$ cat config.mk
export PLATFORM = sky130hd
export DESIGN_NAME = tx_prio_arbiter
export DESIGN_NICKNAME = d
export VERILOG_FILES = /design/src/rtl/tx_prio_arbiter.sv
export SDC_FILE = /design/constraint.sdc
export NUM_CORES = 1
export LEC_CHECK = 0
export ABC_AREA = 0
export CAP_MARGIN = 5
export CORE_MARGIN = 2
export CORE_UTILIZATION = 43
export CTS_CLUSTER_DIAMETER = 150
export CTS_CLUSTER_SIZE = 28
export DETAILED_ROUTE_END_ITERATION = 7
export PLACE_DENSITY = 0.87
export SYNTH_ARGS = -nofsm -noshare
export SYNTH_HDL_FRONTEND = slang
export SYNTH_SLANG_ARGS = --single-unit
export TNS_END_PERCENT = 30
$ cat constraint.sdc
create_clock -name clk -period 14.9 [get_ports clk]
set_clock_uncertainty 0.1 [all_clocks]
set_input_delay 2.98 -clock clk [delete_from_list [all_inputs] [get_ports clk]]
set_output_delay 2.98 -clock clk [all_outputs]
set_load 0.01 [all_outputs]
$ cat src/rtl/tx_prio_arbiter.sv
module tx_prio_arbiter #(
  parameter int NBUF = 4,
  parameter int PW   = 3,
  parameter int DW   = 32,
  localparam int IW  = (NBUF > 1) ? $clog2(NBUF) : 1
) (
  input  logic              clk,
  input  logic              rst,
  input  logic [NBUF-1:0]   buf_ready,
  input  logic [NBUF*PW-1:0] buf_prio,
  input  logic              sw_cmd,
  input  logic              hw_cmd,
  input  logic [NBUF*DW-1:0] ram_rdata,
  output logic [1:0]        ram_addr,
  output logic [IW-1:0]     sel_idx,
  output logic              sel_valid,
  output logic [IW-1:0]     frm_buf,
  output logic [DW-1:0]     fmt_word,
  output logic [DW-1:0]     id_word,
  output logic [2*DW-1:0]   ts_word,
  output logic              frame_ready
);

  typedef enum logic [1:0] {ST_IDLE, ST_FETCH, ST_HOLD} state_t;

  state_t        state_q;
  logic [2:0]    fc_q;
  logic [IW-1:0] lock_q;
  logic [1:0]    addr_q;
  logic [PW-1:0] best;
  logic [DW-1:0] cur;

  always_comb begin
    sel_idx   = '0;
    sel_valid = 1'b0;
    best      = '0;
    for (int i = 0; i < NBUF; i++) begin
      if (buf_ready[i] && (!sel_valid || buf_prio[i*PW +: PW] > best)) begin
        sel_valid = 1'b1;
        best      = buf_prio[i*PW +: PW];
        sel_idx   = IW'(i);
      end
    end
  end

  assign cur      = ram_rdata[lock_q*DW +: DW];
  assign ram_addr = addr_q;
  assign frm_buf  = lock_q;

  always_ff @(posedge clk) begin
    if (rst) begin
      state_q     <= ST_IDLE;
      fc_q        <= '0;
      lock_q      <= '0;
      addr_q      <= '0;
      frame_ready <= 1'b0;
      fmt_word    <= '0;
      id_word     <= '0;
      ts_word     <= '0;
    end else if (hw_cmd) begin
      state_q     <= ST_IDLE;
      frame_ready <= 1'b0;
    end else if (state_q == ST_IDLE) begin
      if (sel_valid) begin
        state_q <= ST_FETCH;
        lock_q  <= sel_idx;
        addr_q  <= '0;
        fc_q    <= '0;
      end
    end else if (!sel_valid) begin
      state_q     <= ST_IDLE;
      frame_ready <= 1'b0;
    end else if (sw_cmd || sel_idx != lock_q) begin
      state_q     <= ST_FETCH;
      lock_q      <= sel_idx;
      addr_q      <= '0;
      fc_q        <= '0;
      frame_ready <= 1'b0;
    end else if (state_q == ST_FETCH) begin
      fc_q   <= fc_q + 3'd1;
      addr_q <= (fc_q >= 3'd2) ? 2'd3 : fc_q[1:0] + 2'd1;
      case (fc_q)
        3'd1: fmt_word <= cur;
        3'd2: id_word  <= cur;
        3'd3: ts_word[DW-1:0] <= cur;
        3'd4: begin
          ts_word[2*DW-1:DW] <= cur;
          state_q            <= ST_HOLD;
          frame_ready        <= 1'b1;
        end
        default: ;
      endcase
    end
  end

  assert_reset_idle_R1: assert property (@(posedge clk) disable iff (rst)
    $past(rst) |-> (ram_addr == 2'd0 && !frame_ready));

  assert_sel_is_ready_R2: assert property (@(posedge clk) disable iff (rst)
    sel_valid |-> buf_ready[sel_idx]);

  assert_last_word_before_ready_R4: assert property (@(posedge clk) disable iff (rst)
    $rose(frame_ready) |-> $past(ram_addr) == 2'd3);

  assert_ready_names_winner_R5: assert property (@(posedge clk) disable iff (rst)
    $rose(frame_ready) |-> frm_buf == $past(sel_idx));

  assert_sw_restart_R7: assert property (@(posedge clk) disable iff (rst)
    (sw_cmd && !hw_cmd && sel_valid && state_q != ST_IDLE) |=> (ram_addr == 2'd0 && !frame_ready));

  assert_hw_clears_R8: assert property (@(posedge clk) disable iff (rst)
    hw_cmd |=> !frame_ready);

  assert_none_ready_drops_R9: assert property (@(posedge clk) disable iff (rst)
    (frame_ready && !sel_valid && !hw_cmd) |=> !frame_ready);

endmodule

==> out/results.txt <==
Top fanout value on the critical path: 10. The number of H-tree levels is 4. The post-synthesis share of cell area spent on full adders, half adders and majority gates came out at 2.731%. TritonCTS built the clock tree. Routability-driven placement finished with a final weighted congestion of 0.8189.

The total routing resource utilization after global routing was 24.24%; the arrival time at the worst endpoint was 8.04 ns. In this run the register-to-register setup slack is 10.73 ns. Antenna diode count: 0. The flow ran to the end, and the final reports show no timing, DRC or antenna violations. The achievable frequency is 0.08997 GHz. For the post-CTS repair timing setup buffer count, the log shows 0. The count of input and output buffers was 283; the proportion of total power due to net switching was 22.15%. The routing usage on met2 was 44.21%; the deepest clock path buffer count was 2. In this run the count of I/O pins placed on the die edge is 284.

For the worst-skew pair, the clock arrives at the later sink with an insertion delay of 0.42 ns. The sequential cell area in the final layout was 2765 um^2. The fraction of power consumed by combinational cells was 13.5%.

Walking the worst path, the cells encountered are clkdlybuf4s50_1 > nand2_1 > ha_1 > a21oi_1 > o21a_1 > o21ai_0 > nand2_1 > mux2_2 > ha_1 > and3b_1 > o311ai_4 > mux2_2 > ha_1 > and3_1 > a21oi_1 > o21ai_0 > nand2_1 > clkdlybuf4s50_1. The cell count after synthesis came out at 590. The clock transition at the registers of the reported paths works out to 0.06 ns.

The global-route layer with the greatest usage was met2. The worst hold path belongs to the class reg2reg. For the final HPWL from detailed placement, the log shows 13,010 um. Together, buffers and inverters on the worst path number 2. Post-synthesis instance area: 6414 um^2. In the final timing run, aggregate negative setup slack is 0 ns.

Entering global routing, the biggest net connects 77 pins. After layout, the minimum clock period comes to 11.12 ns. The die covers 15,910 um^2.

For the number of pins with negative max-slew slack in the final report, the log shows 0. The critical-path cell with the highest stage delay was sky130_fd_sc_hd__clkdlybuf4s50_1. The internal power consumption was 0.7801 mW.

In this run the vertical extent of the chip is 126.1 um. In this run the standard cell core region covers 14,530 um^2. For this run, asynchronously set or reset flops after synthesis account for 0%. Summing over every cut layer, the via total after detailed routing is 5,528.

The most used flip-flop cell after synthesis is sky130_fd_sc_hd__dfxtp_1. The transition time at the pin with the least slew margin is 1.128 ns. The detail route stage leaves a number of antenna-violating nets equal to 0. The number of cells on the worst hold path was 1. The worst register-to-register path ends at fmt_word[13]$_SDFFE_PP0P_.

Setup repair after global routing left no endpoint under its margin. The initialized floorplan defines 44 standard-cell rows. The signed area change from the synthesized netlist to the final layout was 54.97%; the delay of the slowest cell on the worst path was 0.68 ns. The layout has 1,096 filler cells.

The sequential-to-total area share from yosys stat was 43.07%. OpenSTA, run right after detailed placement, puts the worst setup slack at 3.812 ns. The final critical-path setup slack was 3.785 ns. For this run the aggregate overflow at the end of global routing stands at 0. Per report_power, the clock group accounts for 49.0% of the total.

Measured against the total synthesized area, the mux share comes to 32.25%. The tool flagged a number of max-cap violations equal to 0. The synthesized area divided by synthesized cell count works out to 10.87 um^2.

By area, the combinational part of the netlist is dominated by multiplexers. The tools report the number of design-rule violations left by the first detailed-router iteration as 227. Of the available clock period, the critical path in the final layout requires 74.60%.

The logs give 4.537 nW for the total leakage power and 30,040 um for the first-pass GRT wire length. The worst register-to-register path begins at frm_buf[0]$_SDFFE_PP0P_. For this run, the detailed router's first-pass iteration total came to 5.

The via count of the first global-routing pass came out at 5,672. The Yosys step of the flow raised 0 warnings. The worst pin sits at a relative slew slack of 24.78%. The clock drives 138 sinks. The most common library cell in the layout ignoring fill and taps is sky130_fd_sc_hd__clkdlybuf4s50_1. In this run, post-CTS hold repair placed 0 buffers.

The startpoint identified for the worst hold timing path is ram_addr[0]$_SDFFE_PP0P_. Summed over all nets, the switching power comes to 0.2220 mW. In this run, distinct cell masters in the synthesized netlist total 49. The xor-xnor portion of the synthesized cell area is 0%, and the average wire per standard cell is 18.14 um. In this run, synthesis inferred 0 flip-flops with an integrated enable.

Summing all multi-input logic gate instances after layout gives 3374 um^2. Complex-gate fraction of the synthesized area: 4.838%. The family of cells with the greatest summed delay on the critical path was compound AO/OA/AOI/OAI gates. For the number of DRC violations after detailed routing, the log shows 0.

Synthesis inferred 138 register bits. Of the cells placed in the final design, the portion with a size suffix greater than 1 is 9.584%. The number of buffers inserted during clock tree synthesis was 17. Data on the critical path is required at its endpoint by 11.82 ns. The critical path is of the in2out type. Counting every net in the synthesized netlist gives 752. The detailed-route vias per instance is 5.265, and the met1 routing resource usage after global routing is 26.61%. Gates resized during post-CTS repair numbered 0.

For the number of setup violations in the final report, the log shows 0. Met3 layer usage reported by global route: 6.585%. In the final design database the tool counted 1,016 nets.

STA classifies the critical path endpoint as a primary output. After Yosys synthesis, and, or, nand and nor cells account for 12.66% of the synthesized area. The tree is rooted in a sky130_fd_sc_hd__clkbuf_16.

Counting cells, the worst reg-to-reg path comes to 8. The initial core utilization was 44.13%; the number of antenna violations at the first check in global routing was 1. The routed design has 19,050 um of wire. The proportion of power drawn by flip-flops and latches was 37.5%. IR analysis of the VDD net gives a maximum drop of 69.11 uV. The path with the worst hold slack has its endpoint at ram_addr[0]$_SDFFE_PP0P_.

The final number of hold-violating endpoints is 0. From left edge to right edge, the die measures 126.1 um. Power per unit of standard cell area: 100.8 nW/um^2. The kind of start point of the critical path is an input port. Leaving out fill and tap cells, the most frequent cells in the layout are sky130_fd_sc_hd__clkdlybuf4s50_1 (282), sky130_fd_sc_hd__nor2_1 (136), sky130_fd_sc_hd__dfxtp_1 (136), sky130_fd_sc_hd__mux2i_1 (129), sky130_fd_sc_hd__mux4_2 (32).
## power groups by stage
stage                     clock [mW]  sequential [mW]  combinational [mW]
final                          0.491            0.376               0.136
after detailed placement           0            0.384               0.135
after floorplan                    0            0.379              0.0782
after global placement             0            0.383               0.132
after CTS                      0.499            0.376               0.137
after global routing           0.517            0.376               0.146
## worst reg2reg max path: cells and delay by family (launching register included)
family,cells,cell delay [ns]
AND/OR/NAND/NOR,2,1.05
flip-flops,1,0.31
AO/OA/AOI/OAI,3,1.21
buffers and inverters,1,0.63
multiplexers,2,0.72
## cell usage after synthesis (4+ instances only)
cell,count,share of area (%)
sky130_fd_sc_hd__nand2_1,14,0.82
sky130_fd_sc_hd__mux2i_1,129,20
sky130_fd_sc_hd__a21oi_1,9,0.70
sky130_fd_sc_hd__inv_1,10,0.59
sky130_fd_sc_hd__buf_6,10,1.8
sky130_fd_sc_hd__clkbuf_1,20,1.2
sky130_fd_sc_hd__ha_1,14,2.7
sky130_fd_sc_hd__buf_4,5,0.59
sky130_fd_sc_hd__nand2b_1,4,0.39
sky130_fd_sc_hd__dfxtp_1,138,43
sky130_fd_sc_hd__mux4_2,32,11
sky130_fd_sc_hd__nor3_1,4,0.31
sky130_fd_sc_hd__o21ai_0,6,0.47
sky130_fd_sc_hd__nor2_1,136,8.0
sky130_fd_sc_hd__mux2_2,5,0.88
## metrics by stage
stage | std cells | util, % | hold slack [ns] | power (mW) | instance area, um^2
after floorplan | 590 | - | 0.4027 | 0.4572 | 6414
after global placement | 1019 | 63.66 | 0.3686 | 0.5154 | 9253
after detailed placement | 1019 | 63.66 | 0.3671 | 0.5191 | 9253
after CTS | 1050 | 68.39 | 0.3850 | 1.012 | 9940
after global routing | 1050 | 68.39 | 0.4046 | 1.039 | 9940
final | 1050 | 68.39 | 0.3814 | 1.002 | 9940
## per-layer routing
metal | up-vias | routed length, um | share of wire [%]
met1 | 2650 | 7292 | 38
met4 | 0 | 535 | 2.8
li1 | 2630 | - | -
met3 | 39 | 1180 | 6.2
met5 | - | 0 | 0
met2 | 209 | 10040 | 53
## registers in the layout (all words and copies together), names as in the netlist
register     cells
state_q          2
ts_word         64
fc_q             3
frame_ready      1
ram_addr         2
fmt_word        32
frm_buf          2
id_word         32
## area by class of cell
type / count / share of cell area, %
inverters: 10 / 0.3776
repair buffers: 285 / 28.63
well taps: 184 / 2.316
clock buffers: 19 / 4.456
clock inverters: 12 / 2.455
flip-flops and latches: 138 / 27.82
multi-input cells: 402 / 33.95
## kinds of logic after synthesis
kind of cell / count (synthesis)
flip-flops: 138
AO/OA/AOI/OAI: 40
multiplexers: 166
AND/OR/NAND/NOR: 182
buffers and inverters: 50
adder cells (fa/ha/maj): 14
## worst max path at each step
stage | slack [ns] | to | depth (start not counted) | start
after floorplan | 5.33 | sel_idx[0] | 17 | buf_ready[0]
after global placement | 3.97 | sel_idx[0] | 18 | buf_ready[0]
after detailed placement | 3.81 | sel_idx[0] | 18 | buf_ready[0]
after CTS | 3.80 | sel_idx[0] | 18 | buf_ready[0]
after global routing | 3.49 | sel_idx[0] | 18 | buf_ready[0]
final | 3.78 | sel_idx[0] | 18 | buf_ready[0]
(Power assumes the default switching activity.)
